### src/rtl/div_pkg.sv
package div_pkg;
    typedef enum logic [0:0] {
        ST_IDLE = 1'b0,
        ST_RUN  = 1'b1
    } div_state_e;
endpackage

### src/rtl/div_step.sv
module div_step #(
    parameter int W = 32
) (
    input  logic [W-1:0] rem_i,
    input  logic [W-1:0] quo_i,
    input  logic [W-1:0] den_i,
    output logic [W-1:0] rem_o,
    output logic [W-1:0] quo_o
);
    logic [W:0] trial;
    logic [W:0] diff;
    logic       fits;

    always_comb begin
        trial = {rem_i, quo_i[W-1]};
        diff  = trial - {1'b0, den_i};
        fits  = (trial >= {1'b0, den_i});
        rem_o = fits ? diff[W-1:0] : trial[W-1:0];
        quo_o = {quo_i[W-2:0], fits};
    end
endmodule

### src/rtl/div_stage.sv
module div_stage #(
    parameter int W = 32,
    parameter int K = 4
) (
    input  logic [W-1:0] rem_i,
    input  logic [W-1:0] quo_i,
    input  logic [W-1:0] den_i,
    output logic [W-1:0] rem_o,
    output logic [W-1:0] quo_o
);
    logic [W-1:0] rem_c [K+1];
    logic [W-1:0] quo_c [K+1];

    assign rem_c[0] = rem_i;
    assign quo_c[0] = quo_i;

    for (genvar k = 0; k < K; k++) begin : g_step
        div_step #(.W(W)) u_step (
            .rem_i (rem_c[k]),
            .quo_i (quo_c[k]),
            .den_i (den_i),
            .rem_o (rem_c[k+1]),
            .quo_o (quo_c[k+1])
        );
    end

    assign rem_o = rem_c[K];
    assign quo_o = quo_c[K];
endmodule

### src/rtl/div_sign_in.sv
module div_sign_in #(
    parameter int W = 32
) (
    input  logic [W-1:0] num_i,
    input  logic [W-1:0] den_i,
    input  logic         sgn_i,
    output logic [W-1:0] num_mag_o,
    output logic [W-1:0] den_mag_o,
    output logic         neg_q_o,
    output logic         neg_r_o
);
    logic num_neg;
    logic den_neg;

    always_comb begin
        num_neg   = sgn_i & num_i[W-1];
        den_neg   = sgn_i & den_i[W-1];
        num_mag_o = num_neg ? (~num_i + 1'b1) : num_i;
        den_mag_o = den_neg ? (~den_i + 1'b1) : den_i;
        neg_q_o   = num_neg ^ den_neg;
        neg_r_o   = num_neg;
    end
endmodule

### src/rtl/div_sign_out.sv
module div_sign_out #(
    parameter int W = 32
) (
    input  logic [W-1:0] quo_i,
    input  logic [W-1:0] rem_i,
    input  logic [W-1:0] raw_num_i,
    input  logic         neg_q_i,
    input  logic         neg_r_i,
    input  logic         dz_i,
    output logic [W-1:0] quo_o,
    output logic [W-1:0] rem_o
);
    always_comb begin
        if (dz_i) begin
            quo_o = '1;
            rem_o = raw_num_i;
        end else begin
            quo_o = neg_q_i ? (~quo_i + 1'b1) : quo_i;
            rem_o = neg_r_i ? (~rem_i + 1'b1) : rem_i;
        end
    end
endmodule

### src/rtl/int_divider.sv
module int_divider
    import div_pkg::*;
#(
    parameter int WIDTH          = 32,
    parameter int BITS_PER_CYCLE = 4
) (
    input  logic             clk,
    input  logic             rst_n,
    input  logic             ld_i,
    input  logic [WIDTH-1:0] dividend_i,
    input  logic [WIDTH-1:0] divisor_i,
    input  logic             signed_i,
    input  logic             start_i,
    output logic             busy_o,
    output logic             done_o,
    output logic             dz_o,
    output logic [WIDTH-1:0] quotient_o,
    output logic [WIDTH-1:0] remainder_o
);
    localparam int CYCLES = WIDTH / BITS_PER_CYCLE;
    localparam int CNT_W  = (CYCLES > 1) ? $clog2(CYCLES) : 1;
    localparam logic [CNT_W-1:0] LAST = CNT_W'(CYCLES - 1);

    div_state_e state_q, state_d;

    // operand holding registers
    logic [WIDTH-1:0] opa_q, opb_q;
    logic             sgn_q;

    // working registers
    logic [WIDTH-1:0] w_rem, w_quo, w_den, w_raw;
    logic             w_negq, w_negr, w_dz;
    logic [CNT_W-1:0] cnt_q;

    // effective operands (same-cycle load forwards)
    logic [WIDTH-1:0] eff_a, eff_b;
    logic             eff_s;
    logic [WIDTH-1:0] mag_a, mag_b;
    logic             negq_n, negr_n;
    logic [WIDTH-1:0] st_rem, st_quo;
    logic [WIDTH-1:0] fin_q, fin_r;
    logic             accept, last_step;

    assign eff_a     = ld_i ? dividend_i : opa_q;
    assign eff_b     = ld_i ? divisor_i  : opb_q;
    assign eff_s     = ld_i ? signed_i   : sgn_q;
    assign accept    = (state_q == ST_IDLE) && start_i;
    assign last_step = (state_q == ST_RUN) && (cnt_q == LAST);
    assign busy_o    = (state_q == ST_RUN);

    div_sign_in #(.W(WIDTH)) u_sign_in (
        .num_i     (eff_a),
        .den_i     (eff_b),
        .sgn_i     (eff_s),
        .num_mag_o (mag_a),
        .den_mag_o (mag_b),
        .neg_q_o   (negq_n),
        .neg_r_o   (negr_n)
    );

    div_stage #(.W(WIDTH), .K(BITS_PER_CYCLE)) u_stage (
        .rem_i (w_rem),
        .quo_i (w_quo),
        .den_i (w_den),
        .rem_o (st_rem),
        .quo_o (st_quo)
    );

    div_sign_out #(.W(WIDTH)) u_sign_out (
        .quo_i     (st_quo),
        .rem_i     (st_rem),
        .raw_num_i (w_raw),
        .neg_q_i   (w_negq),
        .neg_r_i   (w_negr),
        .dz_i      (w_dz),
        .quo_o     (fin_q),
        .rem_o     (fin_r)
    );

    // state register
    always_ff @(posedge clk or negedge rst_n) begin
        if (!rst_n) state_q <= ST_IDLE;
        else        state_q <= state_d;
    end

    // transitions: accept, step, finish
    always_comb begin
        state_d = state_q;
        unique case (state_q)
            ST_IDLE: if (start_i) state_d = ST_RUN;
            ST_RUN:  if (cnt_q == LAST) state_d = ST_IDLE;
            default: state_d = ST_IDLE;
        endcase
    end

    // operand holding registers
    always_ff @(posedge clk or negedge rst_n) begin
        if (!rst_n) begin
            opa_q <= '0;
            opb_q <= '0;
            sgn_q <= 1'b0;
        end else if (ld_i) begin
            opa_q <= dividend_i;
            opb_q <= divisor_i;
            sgn_q <= signed_i;
        end
    end

    // iterative datapath
    always_ff @(posedge clk or negedge rst_n) begin
        if (!rst_n) begin
            w_rem  <= '0;
            w_quo  <= '0;
            w_den  <= '0;
            w_raw  <= '0;
            w_negq <= 1'b0;
            w_negr <= 1'b0;
            w_dz   <= 1'b0;
            cnt_q  <= '0;
        end else if (accept) begin
            w_rem  <= '0;
            w_quo  <= mag_a;
            w_den  <= mag_b;
            w_raw  <= eff_a;
            w_negq <= negq_n;
            w_negr <= negr_n;
            w_dz   <= (eff_b == '0);
            cnt_q  <= '0;
        end else if (state_q == ST_RUN) begin
            w_rem  <= st_rem;
            w_quo  <= st_quo;
            cnt_q  <= cnt_q + 1'b1;
        end
    end

    // outputs
    always_ff @(posedge clk or negedge rst_n) begin
        if (!rst_n) begin
            done_o      <= 1'b0;
            dz_o        <= 1'b0;
            quotient_o  <= '0;
            remainder_o <= '0;
        end else if (accept) begin
            done_o <= 1'b0;
            dz_o   <= 1'b0;
        end else if (last_step) begin
            done_o      <= 1'b1;
            dz_o        <= w_dz;
            quotient_o  <= fin_q;
            remainder_o <= fin_r;
        end
    end


    start_accept_chk: assert property (@(posedge clk) disable iff (!rst_n)
        (!busy_o && start_i) |=> (busy_o && !done_o));


    step_count_chk: assert property (@(posedge clk) disable iff (!rst_n)
        (busy_o && cnt_q != LAST) |=> (busy_o && cnt_q == $past(cnt_q) + 1'b1));


    finish_chk: assert property (@(posedge clk) disable iff (!rst_n)
        (busy_o && cnt_q == LAST) |=> (!busy_o && done_o));


    busy_done_excl_chk: assert property (@(posedge clk) disable iff (!rst_n)
        !(busy_o && done_o));


    dz_needs_done_chk: assert property (@(posedge clk) disable iff (!rst_n)
        dz_o |-> (done_o && quotient_o == '1));


    busy_start_ignored_chk: assert property (@(posedge clk) disable iff (!rst_n)
        (busy_o && start_i) |=> ($stable(w_raw) && $stable(w_den)));


    result_hold_chk: assert property (@(posedge clk) disable iff (!rst_n)
        (!busy_o && !start_i) |=> ($stable(quotient_o) && $stable(remainder_o)));
endmodule

### config.mk
export PLATFORM = sky130hd
export DESIGN_NAME = int_divider
export DESIGN_NICKNAME = d
export VERILOG_FILES = /design/src/rtl/div_pkg.sv /design/src/rtl/div_step.sv /design/src/rtl/div_stage.sv /design/src/rtl/div_sign_in.sv /design/src/rtl/div_sign_out.sv /design/src/rtl/int_divider.sv
export SDC_FILE = /design/constraint.sdc
export NUM_CORES = 1
export LEC_CHECK = 0
export CAP_MARGIN = 30
export CORE_AREA = 2 2 250 252
export CTS_CLUSTER_SIZE = 28
export DETAILED_ROUTE_END_ITERATION = 8
export DIE_AREA = 0 0 252 254
export DONT_BUFFER_PORTS = 1
export PLACE_DENSITY = 0.54
export SLEW_MARGIN = 5
export SYNTH_ARGS = -nofsm -noshare
export SYNTH_HDL_FRONTEND = slang
export SYNTH_SLANG_ARGS = --single-unit
### constraint.sdc
create_clock -name clk -period 16 [get_ports clk]
set_input_delay 2.4 -clock clk [delete_from_list [all_inputs] [get_ports clk]]
set_output_delay 2.4 -clock clk [all_outputs]
set_load 0.02 [all_outputs]
# Word-level counts from Yosys, hierarchy flattened
# Cells that the tools add are included.
dict set report classes {
  addsub 9
  order_cmp 4
  eq_ne 1
  muxes 26
  bitwise_logic 9
  reduce_logical 6
}
# operator n
set ops {}
lappend ops {{2-to-1 mux 32 bit} 16}
lappend ops {{>= comparator 33 x 32 -> 1 bit} 4}
lappend ops {{adder 32 x 1 -> 32 bit (second input constant)} 4}
lappend ops {{inverter 32 bit} 4}
lappend ops {{subtractor 32 bit} 4}
lappend ops {{zero test 32 bit} 1}
lappend ops {{2-to-1 mux 1 bit} 7}
lappend ops {{2-to-1 mux 3 bit} 2}
lappend ops {{nonzero test 2 bit} 2}
lappend ops {{adder 3 x 1 -> 3 bit (second input constant)} 1}
lappend ops {{== test 3 bit (second input constant)} 1}
lappend ops {{AND 1 bit} 2}
lappend ops {{logical AND 1 bit} 2}
lappend ops {{inverter 1 bit} 2}
lappend ops {{case mux 1 bit (2 select lines)} 1}
lappend ops {{AND reduction 2 bit} 1}
lappend ops {{XOR 1 bit} 1}
dict set report totals {
  ff_bits 266
  input_bits 69
  output_inout_bits 67
  wordCells 71
}

# Logic depth before layout (Yosys ltp)
dict set report logic_depth {
  ltp_word 12
  ltp_mapped 68
}

# Modules after synthesis
# Synthesis repeated with hierarchy kept, for this count alone.
dict set report hier_totals {
  cells_unflattened 2666
  area_unflattened_um2 24204.5
}
# mod n_inst cells_each area_per_inst_um2 seq_area_each_um2
set by_module_without_submodules {}
lappend by_module_without_submodules {int_divider 1 673 10214.8 6656.4}
lappend by_module_without_submodules {{div_step at u_stage.g_step[1].u_step ...} 3 355 2571.2 0.0}
lappend by_module_without_submodules {{div_step at u_stage.g_step[0].u_step} 1 380 2740.1 0.0}
lappend by_module_without_submodules {div_sign_out 1 313 1960.6 0.0}
lappend by_module_without_submodules {div_sign_in 1 235 1575.3 0.0}

# Worst setup path after synthesis
# OpenSTA, ideal clock, no wires.
dict set report synth_timing {
  kind {flip-flop to flip-flop}
  startpoint {register w_den[1]}
  endpoint {register remainder_o[16]}
  arrival_time_ps 13271
  path_slack_ps 2605
  stages_incl_launch_ff 62
  n_path_buf 8
  synth_period_minus_slack_ps 13395
  cell_sequence {dfrtp_1 inv_1 ha_1 nand2b_1 a211oi_2 o21a_1 o211a_4 a21oi_2 o21ai_1 clkbuf_1 mux2_2 ha_1 nand4_1 or4_1 nand2b_1 or2_1 o221a_4 o211ai_4 [... 26 more ...] and3_1 nand2_1 nor2_2 nor2_2 buf_4 inv_2 clkbuf_1 a21oi_1 ha_1 inv_1 or4_4 o41ai_2 o211ai_4 or3_1 or4b_1 nand2_1 xnor2_1 o21ai_1}
}
dict set report synth_via {
  elab_chain_cells 12
  elab_cells_between_ends 16
  classes_between {5 x add/sub; 4 x order compare; 6 x mux; 1 x bitwise}
}
# element line
set synth_rtl {}
lappend synth_rtl {{from (decl)} int_divider.sv:31} ;# logic [WIDTH-1:0] w_rem, w_quo, w_den, w_raw;
lappend synth_rtl {{from (signal assigned)} int_divider.sv:123} ;# w_den <= mag_b;
lappend synth_rtl {{subtractor 32 bit / >= comparator 33 x 32 -> 1 bit (equally long branches)} {div_step.sv:16, div_step.sv:17}}
lappend synth_rtl {{2-to-1 mux 32 bit} div_step.sv:18} ;# rem_o = fits ? diff[W-1:0] : trial[W-1:0];
lappend synth_rtl {{subtractor 32 bit / >= comparator 33 x 32 -> 1 bit (equally long branches)} {div_step.sv:16, div_step.sv:17}}
lappend synth_rtl {{2-to-1 mux 32 bit} div_step.sv:18}
lappend synth_rtl {{subtractor 32 bit / >= comparator 33 x 32 -> 1 bit (equally long branches)} {div_step.sv:16, div_step.sv:17}}
lappend synth_rtl {{2-to-1 mux 32 bit} div_step.sv:18}
lappend synth_rtl {{subtractor 32 bit / >= comparator 33 x 32 -> 1 bit (equally long branches)} {div_step.sv:16, div_step.sv:17}}
lappend synth_rtl {{2-to-1 mux 32 bit (*)} div_step.sv:18}
lappend synth_rtl {{inverter 32 bit} div_sign_out.sv:19} ;# rem_o = neg_r_i ? (~rem_i + 1'b1) : rem_i;
lappend synth_rtl {{adder 32 x 1 -> 32 bit} div_sign_out.sv:19}
lappend synth_rtl {{2-to-1 mux 32 bit (*)} div_sign_out.sv:19}
lappend synth_rtl {{2-to-1 mux 32 bit (*)} div_sign_out.sv:14} ;# if (dz_i) begin
lappend synth_rtl {{to (signal assigned)} int_divider.sv:150} ;# remainder_o <= fin_r;
lappend synth_rtl {{to (decl)} int_divider.sv:18} ;# output logic [WIDTH-1:0] remainder_o
# Mark *: on every way between the ends. The rest lies on a longest branch, timed or not.
# A chain may end at the register's enable or synchronous reset.

# Final worst setup path
dict set report layout_timing {
  startpoint {register w_den[1]}
  endpoint {register remainder_o[28]}
}
# The elaborated chain is that of the path after synthesis.

==> impl.org <==
** Status
- The run finished with clean final reports.

** STA
- Final hold viol count :: 0
- Final min period :: 15.04 ns
- Upper clock frequency limit :: 66.5 MHz
- Setup Total Neg Slack :: 0 ns
- Slew HR :: 18.3%
- The max-slew violation total from the final report was 0.
- Slew of the pin with the lowest slew margin :: 1.23 ns
- Dividing the final minimum period by the clock period gives 94.0%.
- Setup repair after global routing left no endpoint under its margin.
- Worst clock skew on the final layout :: 0.0267 ns
- Final-report setup violation count :: 0

** Clock tree
- CTS H-Tree Depth :: 1
- Cts hold-fix bufs :: 0
- The tree built by TritonCTS fans out to 266 sinks.
- The clock passes through at most 3 buffers.
- Counting the buffers created by CTS gives 31.
- For the worst-skew pair, the clock arrives at the later sink with an insertion delay of 0.62 ns.
- The tree is rooted in a sky130_fd_sc_hd__clkbuf_16.
- After clock tree synthesis, the clock-pin slew on the worst setup and hold paths is 0.07 ns.
- TritonCTS built the clock tree.

** Route
- In the routed layout, each cell is associated on average with a via count of 5.89.
- Average wire per standard cell :: 24.3 um
- Via count :: 20.2k
- After detailed routing, the number of remaining DRC violations is 0.
- The routed design has 83,500 um of wire.
- First DRT Iteration DRCs :: 1,644
- Number of nets still failing antenna checks after routing :: 0
- The first detailed-routing pass took 5 iterations.

** Setup path
- The largest individual stage delay along the critical path comes from the cell sky130_fd_sc_hd__a2111oi_1.
- Critical Path End Type :: register
- In this run the critical register-to-register path is captured at remainder_o[28].
- Type of the worst setup path :: register to register
- Counting buffers and inverters, the worst setup path is 55 cells deep.
- At the worst endpoint, the required time is 16.47 ns.
- Maximum fanout encountered on the critical timing path :: 26
- The worst register-to-register path has a depth of 55.
- Register-to-register path setup slack :: 0.96 ns
- The startpoint identified for the worst register-to-register timing path is w_den[1].
- WP data arrival :: 15.51 ns
- Counting both buffers and inverters, the worst setup path holds a total of 6.
- Gate family responsible for the most delay along the worst path :: compound AO/OA/AOI/OAI gates
- Largest stage delay, worst path :: 0.67 ns
- Critical Path Start Type :: register

** Logic synthesis
- Averaged over all synthesized cells, the footprint is 8.18 sq um.
- The synthesized netlist devotes 16.8% of its cell area to simple gates.
- The netlist uses 108 different library cells.
- In this run, synthesis inferred 0 flip-flops with an integrated enable.
- Compound-gate portion of the synthesized area :: 24.8%
- Main combinational cell family by area after synthesis :: compound AO/OA/AOI/OAI gates
- After technology mapping, the gate count stands at 2,669.
- Post-Synthesis Net Count :: 2,876
- Adder and majority cell fraction of the synthesized area :: 8.04%
- The portion of synthesized area spent on multiplexers is 6.19%.
- Sequential-to-total area share from yosys stat :: 30.5%
- Xor-xnor portion of the synthesized cell area :: 8.42%
- Number of storage elements in the synthesis netlist :: 266
- Warnings from Yosys :: 0
- In the synthesized netlist the async set-or-reset flop fraction comes to 100%.
- Synth Flop Type :: sky130_fd_sc_hd__dfrtp_1
- The synthesized netlist occupies a cell area of 0.0218 sq mm.

** Min path
- The worst hold path was traced through 2 stages.
- Terminating pin of the worst hold path :: w_den[6]
- The worst hold path begins at w_den[6].
- Worst hold path type :: register to register

** Floorplan
- Total Die Area :: 0.0640 sq mm
- The total area inside the core boundary comes to 0.0613 sq mm.
- The floorplan has 91 rows.
- For this configuration, the core starts out at a cell density of 35.7%.
- IO Pins :: 136
- In this run the vertical extent of the chip is 254 um.
- Die X :: 252 um

** GRT
- Leftover overflow at the end of global routing :: 0
- The number of global-route vias before repair is 19.4k.
- Entering global routing, the biggest net connects 267 pins.
- Number of antenna violations at the first check in global routing :: 2
- Global routing used 25.8% of the available tracks across all layers.
- First-pass GRT wire length :: 125,000 um

** Placed design
- Count of input and output buffers :: 0
- Detailed placement ended at an HPWL of 65,900 um.
- Counting tap cells, the placed design contains a total of 3,370 instances.
- GPL Wtd Cong :: 1.02

** Run
- Number of maximum-capacitance violations :: 0

** Finish
- Of the cells placed in the final design, the portion with a size suffix greater than 1 is 8.26%.
- Commonest cells after routing, fill and taps aside :: sky130_fd_sc_hd__nand2_1 (304), sky130_fd_sc_hd__dfrtp_1 (265), sky130_fd_sc_hd__o21ai_0 (258)
- Layout-stage area growth over the synthesis result :: 8.40%
- Final std cells w/o fill :: 3,428
- The repair_antennas step left the layout with diodes totalling 0.
- After the last flow step, the layout net total stands at 2,822.
- Leaving out fill and tap cells, the most frequent cell in the layout is sky130_fd_sc_hd__nand2_1.
- Cells fill 38.6% of the core in the end.
==> state kept, by name, summed over array words and instances, names as in the netlist <==
name / count
quotient_o: 32
w_quo: 32
done_o: 1
opa_q: 32
dz_o: 1
sgn_q: 1
w_negq: 1
w_raw: 32
w_negr: 1
busy_o: 1
w_dz: 1
w_den: 32
opb_q: 32
w_rem: 32
cnt_q: 3
remainder_o: 32
==> cell usage after synthesis, types with 5 or more instances <==
master	count	area, sq um
sky130_fd_sc_hd__a31o_2	15	131
sky130_fd_sc_hd__buf_1	11	41.3
sky130_fd_sc_hd__a2111oi_0	5	43.8
sky130_fd_sc_hd__a21o_1	50	375
sky130_fd_sc_hd__mux2_2	55	619
sky130_fd_sc_hd__o41ai_1	7	61.3
sky130_fd_sc_hd__nor3_1	45	225
sky130_fd_sc_hd__ha_1	134	1680
sky130_fd_sc_hd__nand4_1	28	175
sky130_fd_sc_hd__a21boi_0	8	60.1
sky130_fd_sc_hd__or4_1	9	67.6
sky130_fd_sc_hd__o21ai_1	15	75.1
sky130_fd_sc_hd__a211oi_1	31	233
sky130_fd_sc_hd__clkbuf_1	91	342
sky130_fd_sc_hd__or3_1	18	113
sky130_fd_sc_hd__xnor2_1	150	1310
sky130_fd_sc_hd__o221ai_1	8	70.1
sky130_fd_sc_hd__buf_2	9	45.0
sky130_fd_sc_hd__inv_1	160	601
sky130_fd_sc_hd__mux2i_1	72	721
sky130_fd_sc_hd__nand2b_1	21	131
sky130_fd_sc_hd__a211o_1	5	43.8
sky130_fd_sc_hd__a21oi_1	245	1230
sky130_fd_sc_hd__and3_1	32	200
sky130_fd_sc_hd__o21bai_1	15	113
sky130_fd_sc_hd__o22ai_1	12	75.1
sky130_fd_sc_hd__o21ai_0	258	1290
sky130_fd_sc_hd__o31ai_1	31	233
sky130_fd_sc_hd__nand2_1	304	1140
sky130_fd_sc_hd__or2_2	8	50.1
sky130_fd_sc_hd__nor2b_1	15	93.8
sky130_fd_sc_hd__nand3_1	61	305
sky130_fd_sc_hd__and2_1	7	43.8
sky130_fd_sc_hd__o211ai_1	25	188
sky130_fd_sc_hd__xor2_1	60	526
sky130_fd_sc_hd__nor4_1	6	37.5
sky130_fd_sc_hd__a311oi_1	6	52.6
sky130_fd_sc_hd__dfrtp_1	266	6660
sky130_fd_sc_hd__a31oi_1	17	106
sky130_fd_sc_hd__o21a_1	35	263
sky130_fd_sc_hd__nor2_1	197	739
==> cell families after synthesis <==
| logic type | after synthesis |
|---|---|
| xor+xnor | 210 |
| flops | 266 |
| mux | 128 |
| compound gates | 858 |
| simple gates | 784 |
| fa+ha+maj | 138 |
| buf+inv | 285 |
==> per-stage QoR <==
step	setup WS [ns]	hold slack [ns]	cell area, sq um
finish	0.956	0.477	23700
global route	0.0252	0.507	23700
CTS	0.741	0.483	23600
detailed placement	0.833	0.468	22600
global placement	1.26	0.463	22600
floorplan	2.61	0.438	21800
==> worst min-delay path: stages, from the launching register on <==
cell                      delay, ns
sky130_fd_sc_hd__dfrtp_1       0.34
sky130_fd_sc_hd__nand2_1       0.04
sky130_fd_sc_hd__o21ai_0       0.05
==> timing repair <==
item | CTS | global route
buffers inserted | 0 | 1
endpoints found under the setup margin | 0 | 11
gates resized for setup | 0 | 6
==> area by class of cell <==
class                   instances  area [sq um]
fillers                      6293         37600
well taps                     790           988
repair buffers                 35           275
clock buffers                  42           877
clock inverters                14           174
inverters                     163           614
flip-flops and latches        266          6660
multi-input cells            2118         14100
==> layer usage <==
layer | GRT usage [%] | vias to the layer above | share of wire, %
met4 | 8.98 | 2 | 3.7
met1 | 36.5 | 9926 | 46
li1 | - | 9453 | -
met5 | 0 | - | 0.016
met3 | 4.29 | 130 | 6.6
met2 | 39.6 | 670 | 44
==> worst max-delay path by stage <==
stage              from         endpoint  slack (ns)
6_report       w_den[1]  remainder_o[28]        0.96
5_1_grt        w_den[1]  remainder_o[28]        0.03
4_1_cts        w_den[1]  remainder_o[28]        0.74
3_5_place_dp   w_den[1]  remainder_o[28]        0.83
3_3_place_gp   w_den[1]  remainder_o[28]        1.26
2_1_floorplan  w_den[1]  remainder_o[16]        2.61
Power is left out: the tool's default activity adds up to more than one toggle a clock period on the data nets, which glitch-free logic cannot reach.
